File: config.mk
export PLATFORM = sky130hd
export DESIGN_NAME = ser_tx_flow
export DESIGN_NICKNAME = d
export VERILOG_FILES = /design/src/rtl/ser_tx_pkg.sv /design/src/rtl/ser_cts_sync.sv /design/src/rtl/ser_bit_timer.sv /design/src/rtl/ser_frame.sv /design/src/rtl/ser_tx_flow.sv
export SDC_FILE = /design/constraint.sdc
export NUM_CORES = 1
export LEC_CHECK = 0
export CAP_MARGIN = 5
export CORE_MARGIN = 3
export CORE_UTILIZATION = 45
export CTS_CLUSTER_DIAMETER = 120
export CTS_CLUSTER_SIZE = 24
export DETAILED_ROUTE_END_ITERATION = 8
export PLACE_DENSITY = 0.7
export RECOVER_POWER = 100
export SYNTH_ARGS = -nofsm -noshare
export SYNTH_HDL_FRONTEND = slang
export SYNTH_HIERARCHICAL = 1
export SYNTH_SLANG_ARGS = --single-unit
File: constraint.sdc
create_clock -name clk -period 4.65 [get_ports clk]
set_clock_uncertainty 0.2 [all_clocks]
set_input_delay 0.93 -clock clk [delete_from_list [all_inputs] [get_ports clk]]
set_output_delay 0.93 -clock clk [all_outputs]
set_load 0.02 [all_outputs]
File: src/rtl/ser_tx_pkg.sv
package ser_tx_pkg;
   typedef enum logic [1:0] {
      ST_IDLE  = 2'd0,
      ST_START = 2'd1,
      ST_DATA  = 2'd2,
      ST_STOP  = 2'd3
   } tx_state_e;
endpackage

File: src/rtl/ser_cts_sync.sv
module ser_cts_sync #(
   parameter int STAGES = 2
) (
   input  logic clk,
   input  logic rst,
   input  logic cts_n_in,
   output logic cts_n_sync
);
   if (STAGES < 2) begin : g_bad_stages
      $error("ser_cts_sync: STAGES must be at least 2");
   end

   logic [STAGES-1:0] chain;

   always_ff @(posedge clk) begin
      if (rst) chain <= '1;
      else     chain <= {chain[STAGES-2:0], cts_n_in};
   end

   assign cts_n_sync = chain[STAGES-1];
endmodule

File: src/rtl/ser_bit_timer.sv
module ser_bit_timer #(
   parameter int DIV_W = 16
) (
   input  logic             clk,
   input  logic             rst,
   input  logic             restart,
   input  logic             run,
   input  logic [DIV_W-1:0] div_in,
   output logic             bit_end
);
   if (DIV_W < 1) begin : g_bad_div
      $error("ser_bit_timer: DIV_W must be positive");
   end

   logic [DIV_W-1:0] div_lat;
   logic [DIV_W-1:0] cnt;
   logic             last_clk;

   assign last_clk = (cnt == div_lat - 1'b1);
   assign bit_end  = run && last_clk;

   always_ff @(posedge clk) begin
      if (rst) begin
         div_lat <= DIV_W'(1);
         cnt     <= '0;
      end else if (restart) begin
         div_lat <= (div_in == '0) ? DIV_W'(1) : div_in;
         cnt     <= '0;
      end else if (run) begin
         cnt <= last_clk ? '0 : cnt + 1'b1;
      end
   end

   // the bit counter never passes the captured divisor
   p_cnt_in_range_r3: assert property (@(posedge clk) disable iff (rst)
      run |-> (cnt < div_lat));
   // the divisor only changes at a restart
   p_div_held_r3: assert property (@(posedge clk) disable iff (rst)
      !restart |=> $stable(div_lat));
endmodule

File: src/rtl/ser_frame.sv
module ser_frame
   import ser_tx_pkg::*;
#(
   parameter int DATA_W = 8
) (
   input  logic              clk,
   input  logic              rst,
   input  logic              go,
   input  logic [DATA_W-1:0] data_in,
   input  logic              bit_end,
   output logic              line,
   output logic              active
);
   localparam int IDX_W = (DATA_W > 1) ? $clog2(DATA_W) : 1;
   localparam logic [IDX_W-1:0] LAST_IDX = IDX_W'(DATA_W - 1);

   if (DATA_W < 2) begin : g_bad_width
      $error("ser_frame: DATA_W must be at least 2");
   end

   tx_state_e         state;
   logic [DATA_W-1:0] shreg;
   logic [IDX_W-1:0]  idx;

   assign active = (state != ST_IDLE);

   always_ff @(posedge clk) begin
      if (rst) begin
         state <= ST_IDLE;
         line  <= 1'b1;
         shreg <= '0;
         idx   <= '0;
      end else begin
         case (state)
            ST_IDLE: if (go) begin
               state <= ST_START;
               line  <= 1'b0;
               shreg <= data_in;
            end
            ST_START: if (bit_end) begin
               state <= ST_DATA;
               line  <= shreg[0];
               shreg <= shreg >> 1;
               idx   <= '0;
            end
            ST_DATA: if (bit_end) begin
               if (idx == LAST_IDX) begin
                  state <= ST_STOP;
                  line  <= 1'b1;
               end else begin
                  line  <= shreg[0];
                  shreg <= shreg >> 1;
                  idx   <= idx + 1'b1;
               end
            end
            ST_STOP: if (bit_end) state <= ST_IDLE;
            default: state <= ST_IDLE;
         endcase
      end
   end

   // an idle transmitter holds the line high
   p_idle_high_r1: assert property (@(posedge clk) disable iff (rst)
      !active |-> line);
   // a frame opens with a low start bit
   p_start_low_r2: assert property (@(posedge clk) disable iff (rst)
      $rose(active) |-> !line);
   // the stop bit is high and leaves the line high
   p_stop_high_r5: assert property (@(posedge clk) disable iff (rst)
      $fell(active) |-> (line && $past(line)));
endmodule

File: src/rtl/ser_tx_flow.sv
module ser_tx_flow #(
   parameter int DATA_W      = 8,
   parameter int DIV_W       = 16,
   parameter bit FLOW_EN     = 1'b1,
   parameter int SYNC_STAGES = 2
) (
   input  logic              clk,
   input  logic              rst,
   input  logic              wr_req,
   input  logic [DATA_W-1:0] wr_byte,
   input  logic              cts_n,
   input  logic              flow_off,
   input  logic [DIV_W-1:0]  baud_div,
   output logic              tx_line,
   output logic              busy
);
   logic clear;
   logic go;
   logic bit_end;

   if (FLOW_EN) begin : g_flow
      logic cts_sync;
      logic [1:0] age;

      ser_cts_sync #(.STAGES(SYNC_STAGES)) u_sync (
         .clk        (clk),
         .rst        (rst),
         .cts_n_in   (cts_n),
         .cts_n_sync (cts_sync)
      );
      assign clear = flow_off | ~cts_sync;

      always_ff @(posedge clk) begin
         if (rst)               age <= '0;
         else if (age != 2'd3)  age <= age + 1'b1;
      end

      if (SYNC_STAGES == 2) begin : g_chk_sync
         // gating uses clear-to-send as it was two edges earlier
         p_sync_delay_r7: assert property (@(posedge clk) disable iff (rst)
            (age == 2'd3) |-> (cts_sync == $past(cts_n, 2)));
      end
   end else begin : g_noflow
      logic unused_flow;
      assign unused_flow = cts_n ^ flow_off;
      assign clear = 1'b1;
   end

   assign go = wr_req & ~busy & clear;

   ser_bit_timer #(.DIV_W(DIV_W)) u_timer (
      .clk     (clk),
      .rst     (rst),
      .restart (go),
      .run     (busy),
      .div_in  (baud_div),
      .bit_end (bit_end)
   );

   ser_frame #(.DATA_W(DATA_W)) u_frame (
      .clk     (clk),
      .rst     (rst),
      .go      (go),
      .data_in (wr_byte),
      .bit_end (bit_end),
      .line    (tx_line),
      .active  (busy)
   );

   // a permitted request starts a frame on the next edge
   p_accept_r4: assert property (@(posedge clk) disable iff (rst)
      (wr_req && !busy && clear) |=> busy);
   // a blocked request leaves the transmitter idle
   p_blocked_r6: assert property (@(posedge clk) disable iff (rst)
      (!busy && !clear) |=> !busy);
endmodule

Yosys cells after proc, flatten, opt, wreduce, memory -nomap -nowiden. Cells that the tools add are included.

$add $sub $neg: 3. Equal/unequal tests: 11. Muxes and demuxes: 22. Bitwise gates (word level): 5. Reductions and logical operators: 11.

Operators by type and width (count): 16-bit 2-to-1 mux (2); 8-bit 2-to-1 mux (4); 8-bit one-hot mux with 3 select lines (1); 16-bit by 1-bit adder with 16-bit output (second input constant) (1); 16-bit equality test (1); 16-bit zero test (1); 16-bit by 1-bit subtractor with 16-bit output (second input constant) (1); 2-bit 2-to-1 mux (5); 2-bit inequality test (second input constant) (5); 5-bit AND reduction (2); 3-bit 2-to-1 mux (3); 2-bit one-hot mux with 4 select lines (1); 4-bit AND reduction (2); 3-bit one-hot mux with 2 select lines (1); 2-bit equality test (second input constant) (2); 1-bit 2-to-1 mux (4); 2-bit nonzero test (2); 3-bit by 1-bit adder with 3-bit output (second input constant) (1); 3-bit equality test (second input constant) (1); 1-bit one-hot mux with 3 select lines (1); 3-bit nonzero test (1); 1-bit bitwise AND (2); 2-bit by 1-bit equality test with 1-bit output (second input constant) (1); 2-bit zero test (1); 5 further kinds (6).

Bits in registers: 48. Output and inout port bits: 2.

Depth between registers and ports, before layout. Gate-level depths: netlist of the first run.

Word-level depth: 6. Mapped depth: 12.

Cells and area by module. Netlist of the first run, hierarchy kept.

By module, submodules not included: ser_bit_timer (times used 1, cells each 214, area an instance 1891.8 um^2); ser_frame (times used 1, cells each 89, area an instance 874.6 um^2); ser_cts_sync (times used 1, cells each 4, area an instance 52.6 um^2); ser_tx_flow (times used 1, cells each 2, area an instance 26.3 um^2).

Least setup slack after synthesis of the first run. No wires, ideal clock.

Kind: reg-to-reg. Start: register u_timer.div_lat[0]. End: register u_frame.idx[0]. Setup time: 70 ps. Data arrival time: 3089 ps. Setup slack: 1290 ps. Cell stages (with the launch flop): 12. Cells stage by stage: dfxtp_1 -> inv_1 -> ha_1 -> or4b_4 -> nor4_1 -> xnor2_1 -> a2111oi_4 -> o2111ai_4 -> nor2_1 -> a21bo_1 -> or4_1 -> a21oi_1.

Word-level cells in the longest chain between the ends: 5.

Ends and longest elaborated chain: start, declared (RTL line ser_bit_timer.sv:15) `logic [DIV_W-1:0] div_lat;`; start signal, assigned (RTL line ser_bit_timer.sv:27) `div_lat <= (div_in == '0) ? DIV_W'(1) : div_in;`; 16-bit by 1-bit subtractor with 16-bit output * (RTL line ser_bit_timer.sv:19) `assign last_clk = (cnt == div_lat - 1'b1);`; 16-bit equality test * (RTL line ser_bit_timer.sv:19); 1-bit logical AND * (RTL line ser_bit_timer.sv:20) `assign bit_end = run && last_clk;`; named net bit_end (RTL line ser_tx_flow.sv:19) `logic bit_end;`; 2-bit inequality test (no line); 4-bit AND reduction (no line) *; end signal, assigned (RTL line ser_frame.sv:53) `idx <= idx + 1'b1;`; end, declared (RTL line ser_frame.sv:23) `logic [IDX_W-1:0] idx;`.

The timed path passes the listed nets; every way through them passes the cells marked *. A chain may end at the register's enable or synchronous reset.

Final worst setup path of the first run.
Start: register u_timer.div_lat[0]. End: register u_frame.shreg[7].

Word-level cells in the longest chain between the ends: 5.

Ends and longest elaborated chain: 16-bit by 1-bit subtractor with 16-bit output * (RTL line ser_bit_timer.sv:19); 16-bit equality test * (RTL line ser_bit_timer.sv:19); 1-bit logical AND * (RTL line ser_bit_timer.sv:20); named net bit_end (RTL line ser_tx_flow.sv:19); 2-bit inequality test (no line); 5-bit AND reduction (no line) *; end signal, assigned (RTL line ser_frame.sv:38) `shreg <= data_in;`; end signal, assigned (RTL line ser_frame.sv:43) `shreg <= shreg >> 1;`; end signal, assigned (RTL line ser_frame.sv:52) `shreg <= shreg >> 1;`; end, declared (RTL line ser_frame.sv:22) `logic [DATA_W-1:0] shreg;`.

Marked as above.

==> impl_results.md, run 1 <==
- Slew Limit Fails: 0
- Die H: about 86 um
- Clk pin slew, worst setup/hold paths: around 0.090 ns
- Fin. Hold Viols: 0
- Tot Pwr: about 1.5 mW
- Core footprint: ~0.006 mm2
- Mapped cell area: around 0.0028 mm2
- Overflow after GRT: 0
- ANT cells: 0
- Routed wire length: about 6100 um
- Post-synthesis sequential area ratio: 0.3377
- Clk root buf: clkbuf_8
- DIE AREA: between 0.007 and 0.008 mm2
- P_leak: 1.225 nW
- Status: complete, no violations
- TritonCTS clock tree: built
- Crit-path max FO: 10
- Initial DRT Pass Iterations: 4
- Filler instances: 571
- Hpwl dp: roughly 4500 um
- EDFF count, synth: 0
- Worst setup SP type: register
- Clock buffer depth: 2
- Synth top area share: 0.3377
- Fin nets: roughly 380
- Max-cap viol count: 0
- Synth area leader: dfxtp_1
- Worst slew margin: 0.1113
- Synthesized net count: 350
- IO Port Bufs: 30
- Worst Path Required: around 4.7 ns
- Synth warnings: 6
- TritonCTS Buffers: 5
- Drt drc: 0
- Initial core utilization: 0.4722
- Placement Setup Slack: slightly above 0.9 ns
- Seq cells post-synth: 48
- Pwr dens: between 400 and 500 mW/mm2
- # setup viols final: 0
- Routed vias/inst: ~5.7
- Dominant cells by area after synthesis: dfxtp_1, mux2i_1, xor2_1
- Drt wl/cell: 14.78 um
- ANT nets after route: 0
- Clock Latency Late Sink: around 0.30 ns
- Max Clock Freq: approximately 0.25 GHz
- Critical Path AT: 4.00 ns
- Final Wtd Congestion: 0.8684
- Post_cts resized: 0
- Die X: roughly 86 um
- Class of the worst hold path: register to register
- Slew @ Worst Pin: between 1 and 1.5 ns
- Post-CTS setup buffer count: 0
- I/O pin count: 31
- Final WS setup: 0.6875 ns
- Ys async rst share: 0
- DP Area: about 0.0032 mm2
- Layout cell share with drive strength beyond 1: 0.06825
- Initial drt markers: approximately 140
- Synth Flop Type: dfxtp_1
- Vias in the first global route: ~2200
- Initial antenna violation count: 0
- Peak VDD IR: between 0.3 and 0.4 mV
- GRT Resource Usage Total: 0.1732
- Cell Rows: 28
- Sum Neg Setup Slack: 0 ns
- Syn Area/Cell: 9.208 um2
- Setup crit end kind: register
- Synthesized instance count: about 310
- Final Cell Area: ~0.0033 mm2
- Inst Count DP: a little over 400
- CTS H-tree lvls: 2
- Count of cell types in the netlist: 57
- Tmin final: roughly 4.0 ns
- Unrepaired setup endpoints after global routing: no
- Fin cells: 412
- Via count: about 2300
- Largest net degree at the start of global routing: 22
- CTS sink cnt: 48
- First-pass GRT wire length: 10290 um
- Post-CTS Hold Fix Bufs: 0
- Area Overhead vs Synth: 14.82%
- Period utilization: 0.8521
- Crit path kind: register to register
[cells in the final DEF (no fill, tap or decap), types with 2 or more instances in the layout]
cell type and instances:
nor2b_1 5, a21oi_1 6, nand3_1 11, nand3b_1 3, a41oi_1 9, ha_1 12
xnor2_1 12, mux2i_1 27, or2_2 4, or4_1 4, nor3_1 6, xor2_1 20
and2_1 2, and3_1 3, nor2_1 44, a21boi_0 3, inv_1 10, clkbuf_8 5
a211oi_1 8, dlygate4sd3_1 4, o21ai_0 4, nor4_1 7, o2111a_1 2, nand4_1 6
nand2_1 10, dfxtp_1 48, and4_1 2, a31oi_1 2, o21ba_2 2, o21a_1 2
clkdlybuf4s50_1 26, or2_1 2
[state kept, by name, summed over array words and instances, names as in the netlist]
| signal | flops |
|---|---|
| u_timer/div_lat | 16 |
| g_flow.u_sync/chain | 2 |
| u_timer/cnt | 16 |
| u_frame/shreg | 8 |
| u_frame/state | 2 |
| u_frame/line | 1 |
| u_frame/idx | 3 |
[cell families after synthesis]
| kind of cell | share of synthesized area |
|---|---|
| xor gates and xnor gates | 0.09851 |
| and+or+nand+nor | 0.2234 |
| AOI/OAI and AO/OA | 0.1548 |
| adders and majority gates | 0.05277 |
| DFF | 0.3377 |
| buffers and inverters | 0.03782 |
| muxes | 0.09499 |
[where the power goes]
part           switching [mW]  internal [mW]
clock                   0.139          0.159
sequential             0.0679          0.480
combinational           0.334          0.280
total                   0.542          0.919
[per-stage QoR]
step	hold slack, ns	util
finish	0.2149	0.5422
global route	0.2264	0.5422
CTS	0.2194	0.5486
detailed placement	0.1970	0.5301
global placement	0.1913	0.5301
floorplan	0.1832	-
[path summary, 6_finish.rpt]
path / from / to / slack [ns] / cells past startpoint
hold reg to reg: g_flow.u_sync/chain[0] / g_flow.u_sync/chain[1] / 0.21 / 1
hold / removal: g_flow.u_sync/chain[0] / g_flow.u_sync/chain[1] / 0.21 / 1
setup reg to reg: u_timer/div_lat[0] / u_frame/shreg[7] / 0.69 / 11
setup / recovery: u_timer/div_lat[0] / u_frame/shreg[7] / 0.69 / 11
[Yosys cell counts, types with 2 or more instances]
| cell type | number |
|---|---|
| nand2_1 | 10 |
| nor2b_1 | 4 |
| clkbuf_1 | 5 |
| or4_1 | 4 |
| nand4_1 | 6 |
| mux2i_1 | 27 |
| a41oi_1 | 9 |
| ha_1 | 12 |
| o21ba_2 | 2 |
| o21a_1 | 2 |
| a21oi_1 | 6 |
| nor3_1 | 6 |
| and3_1 | 3 |
| dfxtp_1 | 48 |
| inv_1 | 10 |
| and2_1 | 2 |
| a21boi_0 | 3 |
| or2_1 | 2 |
| a211oi_1 | 8 |
| nand3_1 | 11 |
| a31oi_1 | 2 |
| o21ai_0 | 4 |
| nand3b_1 | 3 |
| xor2_1 | 20 |
| xnor2_1 | 12 |
| nor2_1 | 44 |
| buf_1 | 2 |
| or2_2 | 4 |
| and4_1 | 2 |
| o2111a_1 | 2 |
| buf_6 | 2 |
| nor4_1 | 7 |
[cell type report]
type	instances	area, um2	area share
Multi-Input combinational cell	238	1748	0.5350
Timing Repair Buffer	32	311.5	0.09537
Inverter	11	41.29	0.01264
Sequential cell	48	960.9	0.2941
Clock inverter	3	42.54	0.01302
Tap cell	75	93.84	0.02872
Clock buffer	5	68.82	0.02106
[per-layer routing]
layer  share of wire  global-route usage  routed length (um)
met4           0.011             0.04748                  68
met3           0.040             0.03746                 242
met1            0.50              0.2403                3018
met2            0.45              0.2726                2762
met5               0                   0                   0
[worst max-delay path, stage by stage (launching register included)]
cell and delay, ns:
dfxtp_1 0.38, inv_1 0.08, ha_1 0.28, or4b_1 0.55, nor4b_1 0.39, xnor2_1 0.15
a2111oi_4 0.32, o2111ai_1 0.34, nor2_1 0.33, o21bai_4 0.24, and4_1 0.42, mux2i_1 0.22
Power figures use the tool's default switching activity.
==> run 2: changes to the inputs <==
Settings changed: ABC_CLOCK_PERIOD_IN_PS set to 4650, CTS_CLUSTER_DIAMETER 120 to 100.
==> results of run 2 <==
Same layout as run 1: the final DEF is identical, and so are final timing and power.
